$ cat src/rtl/msx_pkg.sv
// Shared types for the subcarrier Manchester response decoder.
package msx_pkg;

    // Decoder sequencing states.
    typedef enum logic [2:0] {
        ST_HUNT  = 3'd0,
        ST_SOF2  = 3'd1,
        ST_SOF3  = 3'd2,
        ST_SOFOK = 3'd3,
        ST_DATA  = 3'd4,
        ST_EWAIT = 3'd5
    } msx_state_t;

    // Bit period class, encoded as {first half modulated, second half modulated}.
    typedef enum logic [1:0] {
        PC_NONE   = 2'b00,
        PC_SECOND = 2'b01,
        PC_FIRST  = 2'b10,
        PC_BOTH   = 2'b11
    } msx_period_t;

endpackage

$ cat src/rtl/msx_sync_hunt.sv
// Sync hunter: reports when two consecutive valid groups share a set sample
// bit and gives the highest shared bit as the sync position.
// Assumes: 'hunting' is high only while the decoder looks for sync; the
// stored group is cleared while not hunting, so stale samples never count.
module msx_sync_hunt #(
    parameter int GRP_W = 4,
    parameter int SEL_W = 2
) (
    input  logic             clk,
    input  logic             rst_n,
    input  logic             hunting,
    input  logic             grp_valid,
    input  logic [GRP_W-1:0] grp_data,
    output logic             found,
    output logic [SEL_W-1:0] sel
);

    logic [GRP_W-1:0] prev_grp;
    logic [GRP_W-1:0] common;

    // Keep the previous valid group while hunting.
    always_ff @(posedge clk) begin
        if (!rst_n)          prev_grp <= '0;
        else if (!hunting)   prev_grp <= '0;
        else if (grp_valid)  prev_grp <= grp_data;
    end

    // Detect overlap and pick the highest overlapping position.
    always_comb begin
        common = prev_grp & grp_data;
        found  = hunting && grp_valid && (|common);
        sel    = '0;
        for (int i = 0; i < GRP_W; i++) begin
            if (common[i]) sel = SEL_W'(i);
        end
    end

endmodule

$ cat src/rtl/msx_half_sorter.sv
// Half-period sorter: pairs valid modulation flags into bit periods and
// classifies each period by which halves carried modulation.
// Assumes: 'restart' aligns the next valid group to a first half.
module msx_half_sorter
    import msx_pkg::*;
(
    input  logic        clk,
    input  logic        rst_n,
    input  logic        restart,
    input  logic        grp_valid,
    input  logic        mod,
    output logic        period_done,
    output msx_period_t period_cls
);

    logic second_half;
    logic first_mod;

    // Track which half comes next and hold the first half's flag.
    always_ff @(posedge clk) begin
        if (!rst_n) begin
            second_half <= 1'b0;
            first_mod   <= 1'b0;
        end else if (restart) begin
            second_half <= 1'b0;
        end else if (grp_valid) begin
            if (!second_half) first_mod <= mod;
            second_half <= ~second_half;
        end
    end

    // A period completes on the valid group of its second half.
    always_comb begin
        period_done = grp_valid && second_half && !restart;
        period_cls  = msx_period_t'({first_mod, mod});
    end

endmodule

$ cat src/rtl/msx_byte_asm.sv
// Byte assembler: shifts bits in from the top, least significant bit first,
// outputs full bytes with odd parity, right-aligns a partial final byte of
// two or more bits, and can output a fixed byte for an empty frame.
// Assumes: at most one of clr, emit_fixed, push, finish per cycle (priority
// in that order); PAR_W is at least 2.
module msx_byte_asm #(
    parameter int          DATA_W     = 8,
    parameter int          PAR_W      = 32,
    parameter logic [DATA_W-1:0] EMPTY_BYTE = 8'h0F
) (
    input  logic              clk,
    input  logic              rst_n,
    input  logic              clr,
    input  logic              emit_fixed,
    input  logic              push,
    input  logic              push_bit,
    input  logic              finish,
    output logic              byte_valid,
    output logic [DATA_W-1:0] byte_data,
    output logic [PAR_W-1:0]  parity_vec,
    output logic              has_data
);

    localparam int CNT_W = $clog2(DATA_W + 1);

    logic [DATA_W-1:0] shreg;
    logic [DATA_W-1:0] shreg_nxt;
    logic [CNT_W-1:0]  nbits;
    logic [CNT_W-1:0]  rshift;
    logic              got_byte;

    // Next shift value and the right-align distance for a partial byte.
    always_comb begin
        shreg_nxt = {push_bit, shreg[DATA_W-1:1]};
        rshift    = CNT_W'(DATA_W) - nbits;
        has_data  = got_byte || (nbits != '0);
    end

    // Collect bits, output bytes and keep the parity vector.
    always_ff @(posedge clk) begin
        if (!rst_n) begin
            shreg      <= '0;
            nbits      <= '0;
            got_byte   <= 1'b0;
            byte_valid <= 1'b0;
            byte_data  <= '0;
            parity_vec <= '0;
        end else begin
            byte_valid <= 1'b0;
            if (clr) begin
                shreg      <= '0;
                nbits      <= '0;
                got_byte   <= 1'b0;
                parity_vec <= '0;
            end else if (emit_fixed) begin
                byte_valid <= 1'b1;
                byte_data  <= EMPTY_BYTE;
                parity_vec <= {parity_vec[PAR_W-2:0], ~^EMPTY_BYTE};
                got_byte   <= 1'b1;
            end else if (push) begin
                if (nbits == CNT_W'(DATA_W - 1)) begin
                    byte_valid <= 1'b1;
                    byte_data  <= shreg_nxt;
                    parity_vec <= {parity_vec[PAR_W-2:0], ~^shreg_nxt};
                    got_byte   <= 1'b1;
                    shreg      <= '0;
                    nbits      <= '0;
                end else begin
                    shreg <= shreg_nxt;
                    nbits <= nbits + 1'b1;
                end
            end else if (finish) begin
                if (nbits > CNT_W'(1)) begin
                    byte_valid <= 1'b1;
                    byte_data  <= shreg >> rshift;
                    parity_vec <= {parity_vec[PAR_W-2:0], 1'b0};
                end
                shreg <= '0;
                nbits <= '0;
            end
        end
    end

endmodule

$ cat src/rtl/msx_resp_decoder.sv
// Subcarrier Manchester response decoder top: hunts for sync, checks the
// three-period start of frame, decodes data periods into bits and sequences
// end of frame, empty frames and the one-period error wait.
// Assumes: one sample group per half bit period on grp_valid; abort may
// arrive at any cycle and takes priority over everything else.
module msx_resp_decoder
    import msx_pkg::*;
#(
    parameter int GRP_W  = 4,
    parameter int DATA_W = 8,
    parameter int PAR_W  = 32
) (
    input  logic              clk,
    input  logic              rst_n,
    input  logic              abort,
    input  logic              grp_valid,
    input  logic [GRP_W-1:0]  grp_data,
    output logic              byte_valid,
    output logic [DATA_W-1:0] byte_data,
    output logic [PAR_W-1:0]  parity_vec,
    output logic              frame_done
);

    localparam int SEL_W = (GRP_W > 1) ? $clog2(GRP_W) : 1;

    msx_state_t       state, state_nxt;
    logic [SEL_W-1:0] sync_sel;
    logic [SEL_W-1:0] hunt_sel;
    logic             hunt_found;
    logic             mod;
    logic             restart;
    logic             period_done;
    msx_period_t      period_cls;
    logic             clr, emit_fixed, push, push_bit, finish, has_data;
    logic             done_nxt;

    // Modulation is judged at the sync position only.
    always_comb begin
        mod     = grp_data[sync_sel];
        restart = (state == ST_HUNT) || abort;
    end

    msx_sync_hunt #(.GRP_W(GRP_W), .SEL_W(SEL_W)) u_hunt (
        .clk(clk), .rst_n(rst_n), .hunting(state == ST_HUNT),
        .grp_valid(grp_valid), .grp_data(grp_data),
        .found(hunt_found), .sel(hunt_sel)
    );

    msx_half_sorter u_sort (
        .clk(clk), .rst_n(rst_n), .restart(restart),
        .grp_valid(grp_valid), .mod(mod),
        .period_done(period_done), .period_cls(period_cls)
    );

    msx_byte_asm #(.DATA_W(DATA_W), .PAR_W(PAR_W)) u_asm (
        .clk(clk), .rst_n(rst_n), .clr(clr), .emit_fixed(emit_fixed),
        .push(push), .push_bit(push_bit), .finish(finish),
        .byte_valid(byte_valid), .byte_data(byte_data),
        .parity_vec(parity_vec), .has_data(has_data)
    );

    // Frame sequencing from completed period classes.
    always_comb begin
        state_nxt  = state;
        clr        = 1'b0;
        emit_fixed = 1'b0;
        push       = 1'b0;
        push_bit   = 1'b0;
        finish     = 1'b0;
        done_nxt   = 1'b0;
        if (abort) begin
            state_nxt = ST_HUNT;
        end else begin
            case (state)
                ST_HUNT: begin
                    if (hunt_found) begin
                        state_nxt = ST_SOF2;
                        clr       = 1'b1;
                    end
                end
                ST_SOF2: begin
                    if (period_done)
                        state_nxt = (period_cls == PC_SECOND) ? ST_SOF3 : ST_EWAIT;
                end
                ST_SOF3: begin
                    if (period_done)
                        state_nxt = (period_cls == PC_SECOND) ? ST_SOFOK : ST_EWAIT;
                end
                ST_SOFOK, ST_DATA: begin
                    if (period_done) begin
                        case (period_cls)
                            PC_SECOND: begin
                                push      = 1'b1;
                                push_bit  = 1'b1;
                                state_nxt = ST_DATA;
                            end
                            PC_FIRST: begin
                                push      = 1'b1;
                                state_nxt = ST_DATA;
                            end
                            PC_BOTH: begin
                                if (has_data) begin
                                    finish    = 1'b1;
                                    done_nxt  = 1'b1;
                                    state_nxt = ST_HUNT;
                                end else begin
                                    state_nxt = ST_EWAIT;
                                end
                            end
                            default: begin
                                if (state == ST_SOFOK) begin
                                    emit_fixed = 1'b1;
                                    done_nxt   = 1'b1;
                                    state_nxt  = ST_HUNT;
                                end else begin
                                    state_nxt = ST_EWAIT;
                                end
                            end
                        endcase
                    end
                end
                ST_EWAIT: begin
                    if (period_done) state_nxt = ST_HUNT;
                end
                default: state_nxt = ST_HUNT;
            endcase
        end
    end

    // State, sync position and frame-done strobe registers.
    always_ff @(posedge clk) begin
        if (!rst_n) begin
            state      <= ST_HUNT;
            sync_sel   <= '0;
            frame_done <= 1'b0;
        end else begin
            state      <= state_nxt;
            frame_done <= done_nxt;
            if (state == ST_HUNT && hunt_found && !abort) sync_sel <= hunt_sel;
        end
    end

endmodule

$ cat config.mk
export PLATFORM = sky130hd
export DESIGN_NAME = msx_resp_decoder
export DESIGN_NICKNAME = d
export VERILOG_FILES = /design/src/rtl/msx_pkg.sv /design/src/rtl/msx_sync_hunt.sv /design/src/rtl/msx_half_sorter.sv /design/src/rtl/msx_byte_asm.sv /design/src/rtl/msx_resp_decoder.sv
export SDC_FILE = /design/constraint.sdc
export NUM_CORES = 1
export LEC_CHECK = 0
export ABC_AREA = 0
export BUFFER_PORTS_ARGS = -buffer_cell sky130_fd_sc_hd__buf_2
export CAP_MARGIN = 10
export CORE_MARGIN = 5
export CORE_UTILIZATION = 59
export CTS_BUF_LIST = sky130_fd_sc_hd__clkbuf_4
export CTS_CLUSTER_SIZE = 14
export DETAILED_ROUTE_END_ITERATION = 16
export GPL_TIMING_DRIVEN = 0
export MAX_ROUTING_LAYER = met4
export PLACE_DENSITY = 0.79
export SETUP_SLACK_MARGIN = 0.5
export SLEW_MARGIN = 10
export SYNTH_ARGS = -nofsm -noshare
export SYNTH_HDL_FRONTEND = slang
export SYNTH_SLANG_ARGS = --single-unit
$ cat constraint.sdc
create_clock -name clk -period 3.5 [get_ports clk]
set_input_delay 0.35 -clock clk [delete_from_list [all_inputs] [get_ports clk]]
set_output_delay 0.35 -clock clk [all_outputs]
set_load 0.1 [all_outputs]
==> impl_metrics.env <==
export IMPL_cts_tree="done"
export IMPL_fin_setup_tns_ns=0
export IMPL_overflow=0
export IMPL_grt_pass1_wl_um=13390
export IMPL_synth_commonest_cells="dfxtp_1 (66), a21oi_1 (48), o21ai_0 (46), nand3_1 (37), clkbuf_1 (24)"
export IMPL_clk_pin_slew_ns=0.11
export IMPL_dp_worst_setup_slack_ns=0.5861
export IMPL_tightest_slew_ns=0.6856
export IMPL_startpoint_type="register"
export IMPL_avgSynthCellArea_sq_um=8.422
export IMPL_worstHoldEndpoint="u_hunt.prev_grp[0]$_SDFFE_PN0P_"
export IMPL_rrSetupSlack_ns=0.79
export IMPL_power_density_nw_per_um2=347.3
export IMPL_postRouteAntennaNets=0
export IMPL_cts_htree_levels=3
export IMPL_timing_final_ws_setup_ns=0.7941
export IMPL_period_share_pct=77.31
export IMPL_ys_flop_type="dfxtp_1"
export IMPL_portBuffers=48
export IMPL_synth_top_area_share_pct=39.42
export IMPL_hold_start="grp_data[0]"
export IMPL_drive_gt1_share_pct=18.97
export IMPL_maxSlewViolCount=0
export IMPL_async_flop_share_pct=0
export IMPL_slowest_stage="mux4_2"
export IMPL_via_count=3162
export IMPL_clock_sinks=66
export IMPL_hold_depth=3
export IMPL_post_route_util_pct=69.64
export IMPL_clk_latency_ns=0.42
export IMPL_maxCapViolations=0
export IMPL_finalSetupViolations=0
export IMPL_place_area_sq_um=3682
export IMPL_viasPerCell=5.899
export IMPL_track_usage_pct=22.90
export IMPL_arrival_ns=3.03
export IMPL_post_synth_instance_area_sq_um=3352
export IMPL_dp_cells=518
export IMPL_rsz0062_at_grt="false"
export IMPL_synth_top_area_cell="dfxtp_1"
export IMPL_fin_nets=474
export IMPL_routedWlPerCell_um=14.69
export IMPL_ys_top_cells_by_area="dfxtp_1 (39%), a21oi_1 (7.2%), o21ai_0 (6.9%)"
export IMPL_worstRegToRegCells=8
export IMPL_cts_hold_buf=0
export IMPL_r2r_end="u_asm.nbits[3]$_SDFFE_PP0P_"
export IMPL_synth_edf_count=0
export IMPL_drc=0
export IMPL_cts_root_buf="clkbuf_4"
export IMPL_place_gp_congestion=0.9599
export IMPL_netlist_cell_type_count=59
export IMPL_grt_antenna_before_repair=0
export IMPL_layout_cells_non_filler=536
export IMPL_die_w_um=85.38
export IMPL_pin_count=50
export IMPL_synth_fp_nets=413
export IMPL_die_h_um=85.38
export IMPL_max_stage_delay_ns=0.55
export IMPL_status="finished, final reports clean"
export IMPL_synth_warnings=0
export IMPL_rows=27
export IMPL_hp_class="primary input to register"
export IMPL_timing_rr_start="sync_sel[0]$_SDFFE_PN0P_"
export IMPL_area_delta_synth_final_pct=14.41
export IMPL_postSynthCellCount=398
export IMPL_p_total_mw=1.332
export IMPL_grt_max_degree=13
export IMPL_synth_seq_cells=66
export IMPL_cts_inserted_buffers=9
export IMPL_final_hold_viol_count=0
export IMPL_worstSetupPathType="register to register"
export IMPL_postRouteWirelength_um=7876
export IMPL_crit_path_cell_trace="mux4_2, inv_1, ha_1, and4b_1, o21ai_1, nor3_4, or3b_1, a21oi_1"
export IMPL_dieArea_sq_um=7289
export IMPL_clockBufferDepth=2
export IMPL_fin_skew_ns=0.01876
export IMPL_grt_pass1_vias=2793
export IMPL_hold_slack_ns=0.2005
export IMPL_power_leakage_nw=1.473
export IMPL_ir_drop_v=0.0002153
export IMPL_worst_ep_required_time_ns=3.83
export IMPL_core_area_sq_um=5507
export IMPL_end_kind="register"
export IMPL_dpl_hpwl_um=5665
export IMPL_ys_seq_area_share_pct=39.42
export IMPL_synth_most_common_cell="dfxtp_1"
export IMPL_crit_fanout=8
export IMPL_start_util_pct=60.87
export IMPL_diodes=0
export IMPL_min_period_ns=2.706
export IMPL_worst_path_buf_inv=1
export IMPL_final_area_sq_um=3835
export IMPL_relSlewSlack_pct=53.65
export IMPL_cpLargestDelayFamily="simple AND/OR/NAND/NOR gates"
export IMPL_firstDrtPassIters=4
export IMPL_drt_initial_drc_count=135
export IMPL_fmax_ghz=0.3696
-- final cells by class --
class / instances / area [sq um]
clock buffers: 9 / 67.56
multi-input cells: 289 / 1839
fillers: 462 / 1672
repair buffers: 50 / 255.2
clock inverters: 7 / 70.07
flip-flops and latches: 66 / 1321
well taps: 72 / 90.09
inverters: 7 / 26.28
plain buffers: 36 / 165.2
-- cells by family after synthesis --
group	after synthesis	synth area share (%)
xor gates and xnor gates	11	2.874
muxes	18	6.569
and+or+nand+nor	119	19.52
adders and majority gates	7	2.613
DFF	66	39.42
buffers and inverters	43	5.711
AOI/OAI and AO/OA	134	23.29
-- layout by cell type (no fill, tap or decap), types with 3 or more instances in the layout --
master / n
dfxtp_1: 66
buf_2: 57
a21oi_1: 48
o21ai_0: 46
nand3_1: 37
clkbuf_1: 24
nor2_1: 23
nand2_1: 15
mux2i_1: 13
nor3_1: 9
xnor2_1: 9
clkbuf_4: 9
a31oi_1: 7
a22oi_1: 7
ha_1: 7
inv_1: 6
and2_1: 5
nor2b_1: 5
o31ai_1: 4
mux4_2: 3
buf_4: 3
and3b_1: 3
o21a_1: 3
nand4b_1: 3
a211oi_1: 3
clkinvlp_4: 3
-- sequential cells by signal, summed over array words and instances, names as in the netlist --
name	flops
state	3
frame_done	1
sync_sel	2
u_asm.got_byte	1
u_sort.second_half	1
u_asm.byte_data	8
u_asm.nbits	4
u_asm.byte_valid	1
u_asm.shreg	8
u_sort.first_mod	1
u_asm.parity_vec	32
u_hunt.prev_grp	4
-- worst max-delay path by stage --
| stage | start | endpoint | slack, ns | cells past startpoint |
|---|---|---|---|---|
| floorplan | sync_sel[0]$_SDFFE_PN0P_ | u_asm.nbits[3]$_SDFFE_PP0P_ | 1.07 | 8 |
| global placement | grp_data[3] | u_asm.nbits[3]$_SDFFE_PP0P_ | 0.63 | 9 |
| detailed placement | grp_data[3] | u_asm.nbits[3]$_SDFFE_PP0P_ | 0.59 | 9 |
| CTS | sync_sel[0]$_SDFFE_PN0P_ | u_asm.nbits[3]$_SDFFE_PP0P_ | 0.64 | 8 |
| global route | sync_sel[0]$_SDFFE_PN0P_ | u_asm.parity_vec[1]$_SDFFE_PP0P_ | 0.54 | 9 |
| finish | sync_sel[0]$_SDFFE_PN0P_ | u_asm.nbits[3]$_SDFFE_PP0P_ | 0.79 | 8 |
-- report_power, final --
group / leakage (nW) / switching (mW) / internal (mW) / total (mW)
Clock: 0.0656 / 0.288 / 0.215 / 0.503
Sequential: 0.532 / 0.00271 / 0.755 / 0.758
Combinational: 0.876 / 0.0437 / 0.0272 / 0.0709
-- tightest hold or removal path: stages --
cell,delay (ns)
buf_2,0.10
mux2i_1,0.07
nor2_1,0.07
-- layer usage --
metal | track usage [%] | up-vias | share of wire, %
met5 | - | - | 0
met3 | 3.398 | 16 | 6.2
met2 | 36.02 | 98 | 46
li1 | - | 1578 | -
met4 | 6.475 | 0 | 1.5
met1 | 30.64 | 1470 | 46
-- what timing repair did --
| action | 4_1_cts | 5_1_grt |
|---|---|---|
| endpoints found under the setup margin | 0 | 1 |
| resized for setup | 0 | 0 |
| buffers inserted | 0 | 2 |
Power figures use the tool's default switching activity.
